===== src/rtl/mapper_pkg.sv =====
package mapper_pkg;

    localparam int PAGE_W = 8;

    typedef enum logic [1:0] {
        WM_RAM_MIX  = 2'b00,
        WM_ROM_DOS  = 2'b01,
        WM_RAM_FULL = 2'b10,
        WM_ROM_FULL = 2'b11
    } win_mode_e;

    typedef struct packed {
        win_mode_e          mode;
        logic [PAGE_W-1:0]  page;
    } slot_t;

    localparam int SLOT_W = $bits(slot_t);

    typedef enum logic [0:0] {
        MS_BOOT  = 1'b0,
        MS_PAGED = 1'b1
    } map_state_e;

endpackage


===== src/rtl/mapper_regbank.sv =====
module mapper_regbank
    import mapper_pkg::*;
#(
    parameter int N_WIN = 4,
    localparam int N_SLOT = 2 * N_WIN,
    localparam int IDX_W = $clog2(N_SLOT)
) (
    input  logic                    clk,
    input  logic                    rst_n,
    input  logic                    slot_wr,
    input  logic [IDX_W-1:0]        slot_idx,
    input  logic [SLOT_W-1:0]       slot_wdata,
    input  logic                    leg_wr,
    input  logic [PAGE_W-1:0]       leg_wdata,
    input  logic                    ctl_wr,
    input  logic [1:0]              ctl_wdata,
    input  logic                    dos_req,
    output slot_t [N_WIN-1:0]       win_slot,
    output logic [2:0]              leg_lo,
    output logic                    dos_flag,
    output logic                    paging_on
);

    slot_t [N_SLOT-1:0] slot_q;
    logic [PAGE_W-1:0]  leg_q;
    logic               dos_follow_q;
    map_state_e         state_q, state_d;
    logic               armed_q;

    // state register
    always_ff @(posedge clk) begin
        if (!rst_n) state_q <= MS_BOOT;
        else        state_q <= state_d;
    end

    // next-state logic: T_ENABLE / T_DISABLE
    always_comb begin
        state_d = state_q;
        unique case (state_q)
            MS_BOOT:  if (ctl_wr && ctl_wdata[0])  state_d = MS_PAGED;
            MS_PAGED: if (ctl_wr && !ctl_wdata[0]) state_d = MS_BOOT;
            default:  state_d = MS_BOOT;
        endcase
    end

    // register file
    always_ff @(posedge clk) begin
        if (!rst_n) begin
            slot_q       <= '0;
            leg_q        <= '0;
            dos_follow_q <= 1'b0;
            armed_q      <= 1'b0;
        end else begin
            armed_q <= 1'b1;
            if (slot_wr) slot_q[slot_idx] <= slot_t'(slot_wdata);
            if (leg_wr)  leg_q <= leg_wdata;
            if (ctl_wr)  dos_follow_q <= ctl_wdata[1];
        end
    end

    // outputs: group selection by legacy bit 4
    always_comb begin
        for (int w = 0; w < N_WIN; w++) begin
            win_slot[w] = leg_q[4] ? slot_q[N_WIN + w] : slot_q[w];
        end
        leg_lo    = leg_q[2:0];
        dos_flag  = dos_follow_q ? dos_req : 1'b1;
        paging_on = (state_q == MS_PAGED);
    end

    // reset contents seen at the first edge after reset
    a_r1_reset_state: assert property (@(posedge clk) disable iff (!rst_n)
        !armed_q |-> (slot_q == '0 && leg_q == '0 && !dos_follow_q && state_q == MS_BOOT));

    // slots change only under their strobe
    a_r11_slot_hold: assert property (@(posedge clk) disable iff (!rst_n)
        (armed_q && !$past(slot_wr)) |-> $stable(slot_q));

    // legacy byte changes only under its strobe
    a_r11_leg_hold: assert property (@(posedge clk) disable iff (!rst_n)
        (armed_q && !$past(leg_wr)) |-> $stable(leg_q));

endmodule


===== src/rtl/mapper_win_decode.sv =====
module mapper_win_decode
    import mapper_pkg::*;
#(
    parameter int RAM_PAGE_BITS = 6,
    parameter int ROM_PAGE_BITS = 5,
    localparam logic [PAGE_W-1:0] RAM_MASK = PAGE_W'((1 << RAM_PAGE_BITS) - 1),
    localparam logic [PAGE_W-1:0] ROM_MASK = PAGE_W'((1 << ROM_PAGE_BITS) - 1)
) (
    input  slot_t              slot,
    input  logic [2:0]         leg_lo,
    input  logic               dos_flag,
    input  logic               paging_on,
    output logic [PAGE_W-1:0]  page,
    output logic               rom,
    output logic               we
);

    logic [PAGE_W-1:0] raw;
    logic              raw_rom;

    always_comb begin
        raw     = '0;
        raw_rom = 1'b1;
        unique case (slot.mode)
            WM_RAM_MIX: begin
                raw     = {slot.page[PAGE_W-1:3], leg_lo};
                raw_rom = 1'b0;
            end
            WM_ROM_DOS: begin
                raw     = {slot.page[PAGE_W-1:1], dos_flag};
                raw_rom = 1'b1;
            end
            WM_RAM_FULL: begin
                raw     = slot.page;
                raw_rom = 1'b0;
            end
            WM_ROM_FULL: begin
                raw     = slot.page;
                raw_rom = 1'b1;
            end
            default: begin
                raw     = '0;
                raw_rom = 1'b1;
            end
        endcase
    end

    always_comb begin
        if (!paging_on) begin
            page = ROM_MASK;
            rom  = 1'b1;
        end else begin
            page = raw & (raw_rom ? ROM_MASK : RAM_MASK);
            rom  = raw_rom;
        end
        // write permission derived from the mode encoding (bit 0 = ROM)
        we = paging_on & ~slot.mode[0];
    end

endmodule


===== src/rtl/page_mapper.sv =====
module page_mapper
    import mapper_pkg::*;
#(
    parameter int RAM_PAGE_BITS = 6,
    parameter int ROM_PAGE_BITS = 5,
    parameter int N_WIN = 4,
    localparam int N_SLOT = 2 * N_WIN,
    localparam int IDX_W = $clog2(N_SLOT)
) (
    input  logic                      clk,
    input  logic                      rst_n,
    input  logic                      slot_wr,
    input  logic [IDX_W-1:0]          slot_idx,
    input  logic [SLOT_W-1:0]         slot_wdata,
    input  logic                      leg_wr,
    input  logic [PAGE_W-1:0]         leg_wdata,
    input  logic                      ctl_wr,
    input  logic [1:0]                ctl_wdata,
    input  logic                      dos_req,
    output logic [N_WIN*PAGE_W-1:0]   win_page,
    output logic [N_WIN-1:0]          win_rom,
    output logic [N_WIN-1:0]          win_we
);

    localparam logic [PAGE_W-1:0] ROM_LAST = PAGE_W'((1 << ROM_PAGE_BITS) - 1);

    slot_t [N_WIN-1:0] win_slot;
    logic [2:0]        leg_lo;
    logic              dos_flag;
    logic              paging_on;

    mapper_regbank #(.N_WIN(N_WIN)) u_regs (
        .clk        (clk),
        .rst_n      (rst_n),
        .slot_wr    (slot_wr),
        .slot_idx   (slot_idx),
        .slot_wdata (slot_wdata),
        .leg_wr     (leg_wr),
        .leg_wdata  (leg_wdata),
        .ctl_wr     (ctl_wr),
        .ctl_wdata  (ctl_wdata),
        .dos_req    (dos_req),
        .win_slot   (win_slot),
        .leg_lo     (leg_lo),
        .dos_flag   (dos_flag),
        .paging_on  (paging_on)
    );

    for (genvar w = 0; w < N_WIN; w++) begin : g_win
        mapper_win_decode #(
            .RAM_PAGE_BITS (RAM_PAGE_BITS),
            .ROM_PAGE_BITS (ROM_PAGE_BITS)
        ) u_dec (
            .slot      (win_slot[w]),
            .leg_lo    (leg_lo),
            .dos_flag  (dos_flag),
            .paging_on (paging_on),
            .page      (win_page[w*PAGE_W +: PAGE_W]),
            .rom       (win_rom[w]),
            .we        (win_we[w])
        );

        // page never exceeds the size of its memory
        a_r10_page_masked: assert property (@(posedge clk) disable iff (!rst_n)
            win_rom[w] ? ((win_page[w*PAGE_W +: PAGE_W] >> ROM_PAGE_BITS) == 0)
                       : ((win_page[w*PAGE_W +: PAGE_W] >> RAM_PAGE_BITS) == 0));

        // paging off shows the last ROM page
        a_r2_boot_page: assert property (@(posedge clk) disable iff (!rst_n)
            !paging_on |-> (win_page[w*PAGE_W +: PAGE_W] == ROM_LAST));
    end

    // a ROM window is never writable, a RAM window always is
    a_r9_rom_locked: assert property (@(posedge clk) disable iff (!rst_n)
        (win_we == ~win_rom));

    // paging off flags every window as ROM
    a_r2_boot_rom: assert property (@(posedge clk) disable iff (!rst_n)
        !paging_on |-> (&win_rom));

endmodule


===== config.mk =====
export PLATFORM = sky130hd
export DESIGN_NAME = page_mapper
export DESIGN_NICKNAME = d
export VERILOG_FILES = /design/src/rtl/mapper_pkg.sv /design/src/rtl/mapper_regbank.sv /design/src/rtl/mapper_win_decode.sv /design/src/rtl/page_mapper.sv
export SDC_FILE = /design/constraint.sdc
export NUM_CORES = 1
export LEC_CHECK = 0
export BUFFER_PORTS_ARGS = -buffer_cell sky130_fd_sc_hd__buf_2
export CAP_MARGIN = 20
export CORE_ASPECT_RATIO = 0.6
export CORE_MARGIN = 8
export CORE_UTILIZATION = 55
export DETAILED_ROUTE_END_ITERATION = 8
export PLACE_DENSITY_LB_ADDON = 0.08
export SLEW_MARGIN = 40
export SYNTH_ARGS = -nofsm -noshare
export SYNTH_HDL_FRONTEND = slang
export SYNTH_SLANG_ARGS = --single-unit

===== constraint.sdc =====
create_clock -name clk -period 1.6 [get_ports clk]
set_clock_uncertainty 0.2 [all_clocks]
set_input_delay 0.16 -clock clk [delete_from_list [all_inputs] [get_ports clk]]
set_output_delay 0.16 -clock clk [all_outputs]
set_load 0.01 [all_outputs]

After elaboration in Yosys (flattened, before gate mapping)
Cells that the tools add are included.

Flip-flop bits (word level): 87. Input bits: 29. Output and inout port bits: 40. Logic and storage cells: 97.

$lt $le $gt $ge: 2. Equality and inequality tests: 12. Muxes and demuxes: 31. Bitwise operators: 13. Reduce and logical (&&, ||, !) cells: 20.

Operator list (count): $pmux 8 s3 (4); $bwmux 80 (1); $mux 10 (5); $and 8x8->8 (4); $mux 8 (4); $demux 10 s3 (1); $mux 6 (4); $reduce_or 2->1 (12); $eq 2x2->1 const B (8); $pmux 1 s2 (5); $eq 2x1->1 const B (4); $logic_not 2->1 (4); $mux 1 (7); $not 1->1 (5); $and 1x1->1 (4); $lt 3x4->1 const B (1); $ge 3x1->1 const B (1); $logic_and 1x1->1 (3); $logic_not 1->1 (1).

Logic depth before layout (Yosys ltp)
Depth in word-level cells: 7. Gate-level depth with buffers: 6. Depth with buffers taken out: 3.

By module
From an unflattened synthesis, not the netlist that was laid out.

Cells, all modules: 417. Area, all modules: 4087.7 µm².

Modules (own cells, without submodules): mapper_regbank (instances 1, cells an instance 345, area an instance 3632.2 µm², sequential area each 1721.7 µm²); mapper_win_decode (instances 4, cells an instance 18, area an instance 113.9 µm², sequential area each 0.0 µm²).

Least setup slack after synthesis
Ideal clock, no wire load.

Kind: flip-flop to output port. Start: reg u_regs.leg_q[4]. End: out win_page[10]. Data arrival time: 1.175 ns. Required time: 1.240 ns. Path slack: 0.065 ns. Cell stages (with the launch flop): 5. Path buffers: 2. Path through: dfxtp_1 buf_6 buf_6 nor3_1 o311ai_0.

Word-level cells in the longest chain between the ends: 6. Elaborated cells between the ends (all ways): 9. Classes of those cells: eq/ne (3); mux (3); bitwise (1); reduce/logical (2).

Ends and longest elaborated chain: from (decl) (RTL line mapper_regbank.sv:25) `logic [PAGE_W-1:0] leg_q;`; from (signal assigned) (RTL line mapper_regbank.sv:56) `if (leg_wr) leg_q <= leg_wdata;`; $mux 10 * (RTL line mapper_regbank.sv:64) `win_slot[w] = leg_q[4] ? slot_q[N_WIN + w] : slot_q[w];`; $eq 2x2->1 (RTL line mapper_win_decode.sv:24) `unique case (slot.mode)`; $reduce_or 2->1 (no line); $pmux 8 s3 * (RTL line mapper_win_decode.sv:24); $and 8x8->8 * (RTL line mapper_win_decode.sv:53) `page = raw & (raw_rom ? ROM_MASK : RAM_MASK);`; $mux 8 * (RTL line mapper_win_decode.sv:49) `if (!paging_on) begin`; to (decl) (RTL line page_mapper.sv:20) `output logic [N_WIN*PAGE_W-1:0] win_page,`.

Mark *: on every way between the ends. The rest lies on a longest branch, timed or not. The select of a mux whose other input is x is not followed.

Worst setup path after layout
Start: reg u_regs.leg_q[4]. End: out win_page[24].

Same word-level chain as after synthesis.

==> metrics.log <==
INFO  metric place_congestion = 0.757
INFO  metric n_fill_cell = 515
INFO  metric fmax = around 0.5 GHz
INFO  metric min_period_over_period = 128%
INFO  metric synth_area = 3640 um2
INFO  metric most_common_cell_after_layout_fill_and_taps_aside = sky130_fd_sc_hd__nand2_1
INFO  metric drv.max_cap_violation_count = 0
INFO  metric cp_data_arrival_time = 1.70 ns
INFO  metric ir_worst_vdd = 548 uV
INFO  metric internal_portion_of_total_power = 2.85 mW
INFO  metric grt_first_pass_wirelength = 16000 um
INFO  metric timing.critical_path.fanout_max = 7
INFO  metric register_area_share_after_synthesis = 38.5%
INFO  metric groute.layer.met3.usage = 6.51%
INFO  metric min_path_cells = 2
INFO  metric maximum_number_of_pins_on_one_net_before_global_route_repair = 28
INFO  metric largest_family_of_logic_cells_by_synthesized_area = simple AND/OR/NAND/NOR gates
INFO  metric post_route_cells_drive_above_1_share = 28.5%
INFO  metric top_usage_layer = met2
INFO  metric tritoncts_clock_tree = done
INFO  metric final_max_slew_viol_count = 0
INFO  metric chipWidth = approximately 120 um
INFO  metric synthesis.yosys.warnings = 0
INFO  metric postSynthRegisterBits = 70
INFO  metric worst_setup_hold_path_clk_slew = ~0.08 ns
INFO  metric synth_xor_xnor_area_share = 0%
INFO  metric share_clk_of_total_power = 36.5%
INFO  metric use_met1 = 27.3%
INFO  metric io_pins = 69
INFO  metric rsz_0062_raised_after_global_routing = true
INFO  metric setup-tns-final = -11.10 ns
INFO  metric drt-wirelength-per-cell = 18.1 um
INFO  metric crit_path_launch = u_regs.leg_q[4]$_SDFFE_PN0P_
INFO  metric hold_path.class = in -> reg
INFO  metric path_class = reg -> out
INFO  metric netlist_instances = 409
INFO  metric first_pass_iteration_count_of_the_detailed_router = 4
INFO  metric number_of_global_route_vias_before_repair = 3071
INFO  metric tritoncts.num_buffers = 9
INFO  metric timing.reg2reg.setup_slack = 0.20 ns
INFO  metric synthDistinctLibCells = 30
INFO  metric share_of_synthesized_cell_area_in_and_or_nand_and_nor_gates = 21.5%
INFO  metric r2r_cells = 3
INFO  metric die_area = 9570 um2
INFO  metric outcome = finished, violations left
INFO  metric final_critical_path_setup_slack = -0.455 ns
INFO  metric cts_max_level = 3
INFO  metric power_per_cell_area = 823 nW/um2
INFO  metric start_kind = register
INFO  metric grt-ovfl-total = 0
INFO  metric total_routed_wirelength = 10300 um
INFO  metric final_util = between 70% and 80%
INFO  metric num_antenna_cells = 0
INFO  metric drc = 0
INFO  metric antenna_found_initial = 0
INFO  metric commonest_non_fill_non_tap_cells_in_the_layout = 93 x sky130_fd_sc_hd__nand2_1, 68 x sky130_fd_sc_hd__dfxtp_1, 51 x sky130_fd_sc_hd__mux2i_1
INFO  metric hold_end = u_regs.slot_q[70]$_SDFFE_PN0P_
INFO  metric clock_insertion_delay_worst_skew = 0.36 ns
INFO  metric setup_viol = 32
INFO  metric swShare = between 20% and 30%
INFO  metric hold_viol = 0
INFO  metric hpwl_reported_at_the_end_of_detailed_placement = around 6200 um
INFO  metric port_bufs = 54
INFO  metric period_needed = around 2.1 ns
INFO  metric power_frac_comb = 16.3%
INFO  metric core-area = ~6500 um2
INFO  metric number_of_rows_created_at_floorplan = 23
INFO  metric ant_nets = 0
INFO  metric cts_root_buffer = sky130_fd_sc_hd__clkbuf_8
INFO  metric net-switching-power = between 1 and 1.5 mW
INFO  metric worst-endpoint-required = approximately 1.2 ns
INFO  metric nets_finish = 509
INFO  metric drtIter0Drc = 215
INFO  metric grt_util_met2 = 34.1%
INFO  metric cts.sink_count = 70
INFO  metric synth-compound-area-share = around 13%
INFO  metric setup.worst_path.end_class = primary output
INFO  metric routed-via-count = 3102
INFO  metric worstHoldStart = rst_n
INFO  metric fin_area = 4720 um2
INFO  metric seqPwrFrac = 47.2%
INFO  metric floorplan.die.height = 79.0 um
INFO  metric cts_buffer_depth = 2
INFO  metric power.leakage = 1.75 nW
INFO  metric grt_usage = a little over a fifth
INFO  metric routed_via_density = 5.43
INFO  metric post_dp_cell_area = 4000 um2
INFO  metric synth.area.mux_share = 17.3%
INFO  metric failed_checks = setup timing
INFO  metric synth_area_in_adders = 0%
INFO  metric syn_area_per_cell = 8.90 um2
INFO  metric start_util = approximately 56%
INFO  metric layout-area-overhead-vs-synth = 29.6%
[cell usage after synthesis]
library cell	number	area, um2
sky130_fd_sc_hd__buf_6	7	78.8
sky130_fd_sc_hd__a21boi_1	8	60.1
sky130_fd_sc_hd__a21boi_0	32	240
sky130_fd_sc_hd__nand4b_1	3	26.3
sky130_fd_sc_hd__conb_1	1	3.75
sky130_fd_sc_hd__o21ai_0	11	55.1
sky130_fd_sc_hd__and4b_1	3	30.0
sky130_fd_sc_hd__and4bb_1	3	37.5
sky130_fd_sc_hd__nor3_1	4	20.0
sky130_fd_sc_hd__nand2b_1	1	6.26
sky130_fd_sc_hd__mux2i_1	57	571
sky130_fd_sc_hd__mux2_2	4	45.0
sky130_fd_sc_hd__nand4_1	1	6.26
sky130_fd_sc_hd__nand2_1	96	360
sky130_fd_sc_hd__buf_2	16	80.1
sky130_fd_sc_hd__o311ai_0	8	70.1
sky130_fd_sc_hd__o21ai_1	1	5.00
sky130_fd_sc_hd__inv_1	4	15.0
sky130_fd_sc_hd__and4_1	1	8.76
sky130_fd_sc_hd__nor3b_1	4	30.0
sky130_fd_sc_hd__nor4b_4	1	23.8
sky130_fd_sc_hd__nor2b_1	30	188
sky130_fd_sc_hd__clkbuf_1	10	37.5
sky130_fd_sc_hd__nand3_1	4	20.0
sky130_fd_sc_hd__or4b_1	1	10.0
sky130_fd_sc_hd__nor2_1	4	15.0
sky130_fd_sc_hd__dfxtp_1	70	1400
sky130_fd_sc_hd__o211a_1	4	40.0
sky130_fd_sc_hd__mux2i_2	1	13.8
sky130_fd_sc_hd__buf_4	19	143
[layer usage]
layer  routed length [um]  up-vias  part of all wire [%]
met2                 4840       90                    47
met3                  886       22                   8.6
met1                 4410     1482                    43
met4                  171        0                   1.7
li1                     -     1508                     -
met5                    0        -                     0
[how the worst max path moves through the flow]
stage | end | slack [ns] | cells past startpoint
global route | win_page[17] | -0.51 | 5
detailed placement | win_page[10] | -0.13 | 5
CTS | win_page[24] | -0.42 | 5
finish | win_page[24] | -0.46 | 5
floorplan | win_page[10] | 0.06 | 4
global placement | win_page[2] | -0.07 | 5
[worst max-delay path, stage by stage, from the launching register on]
cell and delay (ns):
sky130_fd_sc_hd__dfxtp_4 0.43, sky130_fd_sc_hd__buf_12 0.16, sky130_fd_sc_hd__mux2i_4 0.25, sky130_fd_sc_hd__mux2i_1 0.26, sky130_fd_sc_hd__o21ai_2 0.08, sky130_fd_sc_hd__buf_2 0.14
[logic make-up after synthesis]
logic type             count (synthesis)
AND/OR/NAND/NOR                      156
flip-flops                            70
multiplexers                          62
buffers and inverters                 56
other                                  1
AO/OA/AOI/OAI                         64
[power groups by stage]
stage	logic [mW]	clock network [mW]	registers (mW)
final	0.633	1.42	1.83
after global routing	0.676	1.52	1.83
after CTS	0.591	1.44	1.82
after detailed placement	0.485	0	1.86
after global placement	0.475	0	1.86
after floorplan	0.343	0	1.84
[flip-flops by register name, summed over array words and instances, names as in the netlist, named ones only]
name / cells
u_regs.dos_follow_q: 1
u_regs.slot_q: 64
u_regs.leg_q: 4
[what timing repair did]
item,in CTS,in global routing
buffers inserted,5,1
cloned,2,0
gates resized for setup,44,36
endpoints found under the setup margin,32,35
pin swaps,8,14
hold buffers,20,0
hold endpoints to repair,53,0
[area by class of cell]
class	count	area, um2	share of cell area, %
clock buffers	10	138	2.92
clock inverters	5	50.0	1.06
inverters	4	15.0	0.318
multi-input cells	290	2100	44.5
flip-flops and latches	70	1410	29.8
well taps	87	109	2.31
repair buffers	105	901	19.1
[per-stage QoR]
stage	hold slack [ns]	std cells	power (mW)	setup slack [ns]
global route	0.0489	571	4.03	-0.515
global placement	0.219	532	2.33	-0.0667
detailed placement	0.227	532	2.34	-0.130
finish	0.0477	571	3.88	-0.455
CTS	0.0457	573	3.85	-0.424
floorplan	0.129	416	2.19	0.0646
(Power assumes the default switching activity.)
